### src/rtl/lpc_tgt_pkg.sv
package lpc_tgt_pkg;
  typedef enum logic [3:0] {
    ST_IDLE, ST_CYC, ST_ADDR, ST_TAR0, ST_TAR1,
    ST_WSYNC, ST_RSYNC, ST_DLO, ST_DHI, ST_TARB
  } tgt_state_e;

  localparam logic [3:0] NIB_START_MEM = 4'b0000;
  localparam logic [3:0] NIB_WAIT      = 4'b0101;
  localparam logic [3:0] NIB_READY     = 4'b0000;
  localparam logic [3:0] NIB_TURN      = 4'b1111;
  localparam int unsigned ADDR_NIBS    = 8;
endpackage

### src/rtl/lpc_field_decode.sv
module lpc_field_decode
  import lpc_tgt_pkg::*;
(
  input  logic [3:0] lad_i,
  output logic       is_start_o,
  output logic       is_mem_rd_o
);
  // memory start code; R3: type bits 3:2 = 01, dir bit 1 = 0, bit 0 ignored
  assign is_start_o  = (lad_i == NIB_START_MEM);
  assign is_mem_rd_o = (lad_i[3:2] == 2'b01) && !lad_i[1];
endmodule

### src/rtl/lpc_byte_store.sv
module lpc_byte_store #(
  parameter int unsigned MEM_AW    = 8,
  parameter int unsigned BYTE_MULT = 29,
  parameter int unsigned BYTE_SEED = 90
) (
  input  logic [MEM_AW-1:0] addr_i,
  output logic [7:0]        data_o
);
  localparam int unsigned DEPTH = 1 << MEM_AW;

  logic [7:0] mem [DEPTH];

  for (genvar g = 0; g < DEPTH; g++) begin : g_fill
    assign mem[g] = 8'((g * BYTE_MULT + BYTE_SEED) % 256);
  end

  assign data_o = mem[addr_i];
endmodule

### src/rtl/lpc_wait_timer.sv
module lpc_wait_timer #(
  parameter int unsigned WAIT_CYCLES = 2
) (
  input  logic clk_i,
  input  logic rst_ni,
  input  logic load_i,
  input  logic run_i,
  output logic last_o
);
  localparam int unsigned CW = $clog2(WAIT_CYCLES + 2);
  localparam logic [CW-1:0] LOAD_VAL = CW'(WAIT_CYCLES);

  logic [CW-1:0] cnt_q;

  always_ff @(posedge clk_i or negedge rst_ni) begin
    if (!rst_ni)                     cnt_q <= '0;
    else if (load_i)                 cnt_q <= LOAD_VAL;
    else if (run_i && cnt_q != '0)   cnt_q <= cnt_q - 1'b1;
  end

  assign last_o = (cnt_q <= CW'(1));

  a_r6_cnt_bound: assert property (@(posedge clk_i) disable iff (!rst_ni)
    cnt_q <= LOAD_VAL);
endmodule

### src/rtl/lpc_mem_rd_target.sv
module lpc_mem_rd_target
  import lpc_tgt_pkg::*;
#(
  parameter int unsigned WAIT_CYCLES = 2,
  parameter int unsigned MEM_AW      = 8,
  parameter int unsigned BYTE_MULT   = 29,
  parameter int unsigned BYTE_SEED   = 90
) (
  input  logic       clk_i,
  input  logic       rst_ni,
  input  logic       frame_ni,
  input  logic [3:0] lad_i,
  output logic [3:0] lad_o,
  output logic       lad_oe_o
);
  localparam int unsigned NCW = $clog2(ADDR_NIBS);
  typedef logic [MEM_AW-1:0] mem_addr_t;

  tgt_state_e state_q, state_d;
  logic [NCW-1:0] nib_q;
  mem_addr_t      addr_q;
  logic           is_start, is_mem_rd, wait_last;
  logic [7:0]     rd_byte;

  lpc_field_decode u_dec (
    .lad_i       (lad_i),
    .is_start_o  (is_start),
    .is_mem_rd_o (is_mem_rd)
  );

  lpc_wait_timer #(.WAIT_CYCLES(WAIT_CYCLES)) u_wait (
    .clk_i  (clk_i),
    .rst_ni (rst_ni),
    .load_i (state_q == ST_TAR1),
    .run_i  (state_q == ST_WSYNC),
    .last_o (wait_last)
  );

  lpc_byte_store #(
    .MEM_AW(MEM_AW), .BYTE_MULT(BYTE_MULT), .BYTE_SEED(BYTE_SEED)
  ) u_store (
    .addr_i (addr_q),
    .data_o (rd_byte)
  );

  always_comb begin
    state_d = state_q;
    if (!frame_ni) begin
      // strobe low restarts decoding; last low nibble wins
      state_d = is_start ? ST_CYC : ST_IDLE;
    end else begin
      unique case (state_q)
        ST_IDLE:  state_d = ST_IDLE;
        ST_CYC:   state_d = is_mem_rd ? ST_ADDR : ST_IDLE;
        ST_ADDR:  state_d = (nib_q == NCW'(ADDR_NIBS - 1)) ? ST_TAR0 : ST_ADDR;
        ST_TAR0:  state_d = ST_TAR1;
        ST_TAR1:  state_d = (WAIT_CYCLES == 0) ? ST_RSYNC : ST_WSYNC;
        ST_WSYNC: state_d = wait_last ? ST_RSYNC : ST_WSYNC;
        ST_RSYNC: state_d = ST_DLO;
        ST_DLO:   state_d = ST_DHI;
        ST_DHI:   state_d = ST_TARB;
        ST_TARB:  state_d = ST_IDLE;
        default:  state_d = ST_IDLE;
      endcase
    end
  end

  always_ff @(posedge clk_i or negedge rst_ni) begin
    if (!rst_ni) begin
      state_q <= ST_IDLE;
      nib_q   <= '0;
      addr_q  <= '0;
    end else begin
      state_q <= state_d;
      if (state_q == ST_CYC) nib_q <= '0;
      else if (state_q == ST_ADDR) begin
        nib_q  <= nib_q + 1'b1;
        // only the low address bits index storage; upper nibbles shift out
        addr_q <= mem_addr_t'({addr_q, lad_i});
      end
    end
  end

  always_comb begin
    lad_oe_o = 1'b1;
    unique case (state_q)
      ST_WSYNC: lad_o = NIB_WAIT;
      ST_RSYNC: lad_o = NIB_READY;
      ST_DLO:   lad_o = rd_byte[3:0];
      ST_DHI:   lad_o = rd_byte[7:4];
      ST_TARB:  lad_o = NIB_TURN;
      default: begin
        lad_o    = 4'b0000;
        lad_oe_o = 1'b0;
      end
    endcase
  end

  a_r9_abort_release: assert property (@(posedge clk_i) disable iff (!rst_ni)
    !frame_ni |=> !lad_oe_o);
  a_r3_reject_no_drive: assert property (@(posedge clk_i) disable iff (!rst_ni)
    (state_q == ST_CYC && frame_ni && !is_mem_rd) |=> !lad_oe_o);
  a_r7_data_after_ready: assert property (@(posedge clk_i) disable iff (!rst_ni)
    (state_q == ST_RSYNC && frame_ni) |=> (lad_oe_o && state_q == ST_DLO));
  a_r8_release_after_turn: assert property (@(posedge clk_i) disable iff (!rst_ni)
    (state_q == ST_TARB) |=> !lad_oe_o);
  a_r5_quiet_turnaround: assert property (@(posedge clk_i) disable iff (!rst_ni)
    (state_q == ST_ADDR && frame_ni && nib_q == NCW'(ADDR_NIBS - 1)) |=> !lad_oe_o ##1 !lad_oe_o);
endmodule

### config.mk
export PLATFORM = sky130hd
export DESIGN_NAME = lpc_mem_rd_target
export DESIGN_NICKNAME = d
export VERILOG_FILES = /design/src/rtl/lpc_tgt_pkg.sv /design/src/rtl/lpc_field_decode.sv /design/src/rtl/lpc_byte_store.sv /design/src/rtl/lpc_wait_timer.sv /design/src/rtl/lpc_mem_rd_target.sv
export SDC_FILE = /design/constraint.sdc
export NUM_CORES = 1
export LEC_CHECK = 0
export ABC_AREA = 1
export BUFFER_PORTS_ARGS = -buffer_cell sky130_fd_sc_hd__buf_2
export CAP_MARGIN = 30
export CORE_MARGIN = 4
export CORE_UTILIZATION = 55
export CTS_CLUSTER_DIAMETER = 120
export DETAILED_ROUTE_END_ITERATION = 12
export PLACE_DENSITY = 0.74
export SETUP_SLACK_MARGIN = 0.15
export SLEW_MARGIN = 20
export SYNTH_ARGS = -nofsm -noshare
export SYNTH_HDL_FRONTEND = slang
export SYNTH_SLANG_ARGS = --single-unit
### constraint.sdc
create_clock -name clk_i -period 2.37 [get_ports clk_i]
set_clock_uncertainty 0.15 [all_clocks]
set_input_delay 0.3555 -clock clk_i [delete_from_list [all_inputs] [get_ports clk_i]]
set_output_delay 0.3555 -clock clk_i [all_outputs]
set_load 0.01 [all_outputs]
==> summary.md <==
| Metric | Value |
|---|---|
| Final Non-Filler Cells | 338 |
| GRT Residual Overflow | 0 |
| CP Max Fanout | 4 |
| Final hold violations | 0 |
| Initial Utilization | 59.65% |
| Max cap viols | 0 |
| Routed Antenna Nets | 0 |
| CP required | 1860 ps |
| Final Max Tran Viols | 0 |
| Area after DPL | 0.001822 mm² |
| Fin nets | 329 |
| Worst Max-Slew Pin Slew | 564.1 ps |
| Bufs and invs on worst path | 3 |
| Num CTS Buffers | 3 |
| IO Count | 12 |
| Place WS | 176.2 ps |
| CTS H-tree depth | 1 |
| Syn Area/Cell | 6.121 µm² |
| Hpwl dp | 3.326 mm |
| Most frequent cells in the layout | nand2_1 (71), nand3_1 (28), inv_1 (27) |
| Post-Syn Area | 0.001702 mm² |
| Leakage | 1.117 nW |
| Slew margin rel. | 62.35% |
| Largest net degree at the start of global routing | 19 |
| CP arrival | 1960 ps |
| Worst Setup End Kind | output pin |
| Worst path cell trace | buf_6, ha_4, inv_1, nand2_2, nand3_1, nand3_1, a21oi_1, nand2_1, nand3_1, nand3_1, nand2_1, buf_2 |
| Post-layout util | 76.54% |
| Synth Warn # | 0 |
| Total global-route track usage | 24.63% |
| I/O Buffers | 11 |
| Vias/cell | 5.831 |
| Fin Setup TNS | -236.3 ps |
| Sequential area share after synthesis | 25.00% |
| Startpoint Class | register |
| Vias | 1,971 |
| Commonest non-fill, non-tap cell in the layout | nand2_1 |
| CP most frequent cell | nand3_1 |
| Rows | 19 |
| Initial antenna violation count | 0 |
| Pwr Density | 700.6 mW/mm² |
| Placeable Area | 0.002853 mm² |
| PnR worst setup slack | -96.96 ps |
| N_diodes | 0 |
| Syn-to-layout area delta | 28.31% |
| Slowest CP cell | dfrtp_1 |
| Fraction of layout cells with a size suffix above 1 | 28.34% |
| CP max stage delay | 440 ps |
| Clock latency on the worst-skew pair | 300 ps |
| Drt first pass iters | 5 |
| Failing checks | setup timing |
| GPL Wtd Cong | 0.9998 |
| Cell family with most CP delay | simple AND/OR/NAND/NOR gates |
| TritonCTS clock tree | built |
| Die H | 63.62 µm |
| Final cell area excluding filler cells | 0.002183 mm² |
| CTS Root Cell | clkbuf_4 |
| Clock Path Buffers | 2 |
| Seq cells post-synth | 17 |
| Post-synthesis cell count | 278 |
| Final Setup Violations | 3 |
| Die W | 63.62 µm |
| Max Clk Rate | 405.4 MHz |
| Number of global-route vias before repair | 1,734 |
| Inst Count DP | 322 |
| Tmin final | 2467 ps |
| Fin crit share | 104.1% |
| Status | complete, but fails checks |
| Syn_nets | 299 |
| WL final | 5.053 mm |
| Clock sink count | 17 |
| CP Class | register to output pin |
| Unrepaired setup endpoints after global routing | yes |
| Distinct cells, synth | 26 |
| Hold Crit Class | input port to register |
| Die area | 0.004048 mm² |
| Wire per inst | 14.95 µm |
| Reg-to-reg slack, setup | 700 ps |
| First-pass GRT wire length | 8.010 mm |
| Post-route DRC | 0 |
| Initial DRC count | 211 |
| Max VDD drop | 0.5159 mV |
| Clock slew at reported path FFs | 100 ps |
## logic make-up after synthesis
kind of cell / after synthesis / share of synthesized area, %
compound gates: 42 / 13.68
buf+inv: 46 / 11.47
simple gates: 158 / 39.04
fa+ha+maj: 14 / 10.29
xor+xnor: 1 / 0.5148
flops: 17 / 25.00
## stage by stage
step | hold slack [ps] | power (mW)
final | 102.9 | 1.530
after detailed placement | 144.7 | 1.062
after CTS | 96.79 | 1.399
after floorplan | -90.09 | 0.8895
after global placement | 146.5 | 1.062
after global routing | 89.62 | 1.650
## report_power, final
part	internal [mW]	switching, mW	total, mW
clock	0.0644	0.0988	0.163
combinational	0.392	0.618	1.01
sequential	0.324	0.0324	0.357
total	0.780	0.749	1.53
## layer usage
layer  vias up  part of all wire (%)  GRT usage [%]
li1        963                     -              -
met1       901                    42          32.35
met2        93                    49          41.46
met3        14                   7.9          4.796
met4         0                   1.7          5.660
met5         -                     0              0
## cell usage after synthesis
cell type / count / share of area, %
o211ai_1: 2 / 0.88
o22ai_1: 2 / 0.74
a21oi_1: 13 / 3.8
or2_2: 1 / 0.37
inv_1: 33 / 7.3
nor2_1: 29 / 6.4
nand2_2: 3 / 1.1
a31oi_1: 4 / 1.5
nand2_1: 83 / 18
buf_2: 3 / 0.88
nand3b_1: 1 / 0.44
ha_1: 14 / 10
nor4_1: 1 / 0.37
nor2_2: 1 / 0.37
nand4_1: 3 / 1.1
nand3_1: 33 / 9.7
dfrtp_1: 17 / 25
o21ai_0: 15 / 4.4
buf_6: 1 / 0.66
clkbuf_1: 2 / 0.44
o21ai_1: 4 / 1.2
buf_4: 3 / 1.3
nor3_1: 3 / 0.88
a32o_1: 2 / 1.2
inv_2: 4 / 0.88
xor2_1: 1 / 0.51
## cell type report
type                    count  area, µm²
inverters                  37      148.9
well taps                  31      38.79
fillers                   219      669.4
repair buffers             34      260.3
clock inverters             1      7.507
multi-input cells         215       1280
clock buffers               3      22.52
flip-flops and latches     17      425.4
## timing repair
| item | in CTS | in global routing |
|---|---|---|
| pin swaps | 19 | 24 |
| gates resized for setup | 38 | 28 |
| endpoints found under the setup margin | 4 | 4 |
| gates cloned | 0 | 0 |
| hold buffers | 1 | 0 |
| buffers inserted | 10 | 1 |
| endpoints found under the hold margin | 17 | 0 |
## registers in the layout, summed over array words and instances (netlist names)
| signal | cells |
|---|---|
| state_q | 4 |
| u_wait.cnt_q | 2 |
| addr_q | 8 |
| nib_q | 3 |
## path summary, 6_finish.rpt
path                            start  cells past startpoint         end
min in group asynchronous      rst_ni                      2  state_q[3]
max reg2reg                state_q[1]                      6  state_q[0]
min reg2reg                  nib_q[0]                      1    nib_q[0]
min                          frame_ni                      3  state_q[1]
max in group asynchronous      rst_ni                      2  state_q[2]
max                         addr_q[1]                     12    lad_o[3]
## worst min-delay path, stage by stage
cell,delay (ps)
buf_2,90
nand2_1,50
inv_1,40
Note: power is estimated with default switching activity, not from simulation.
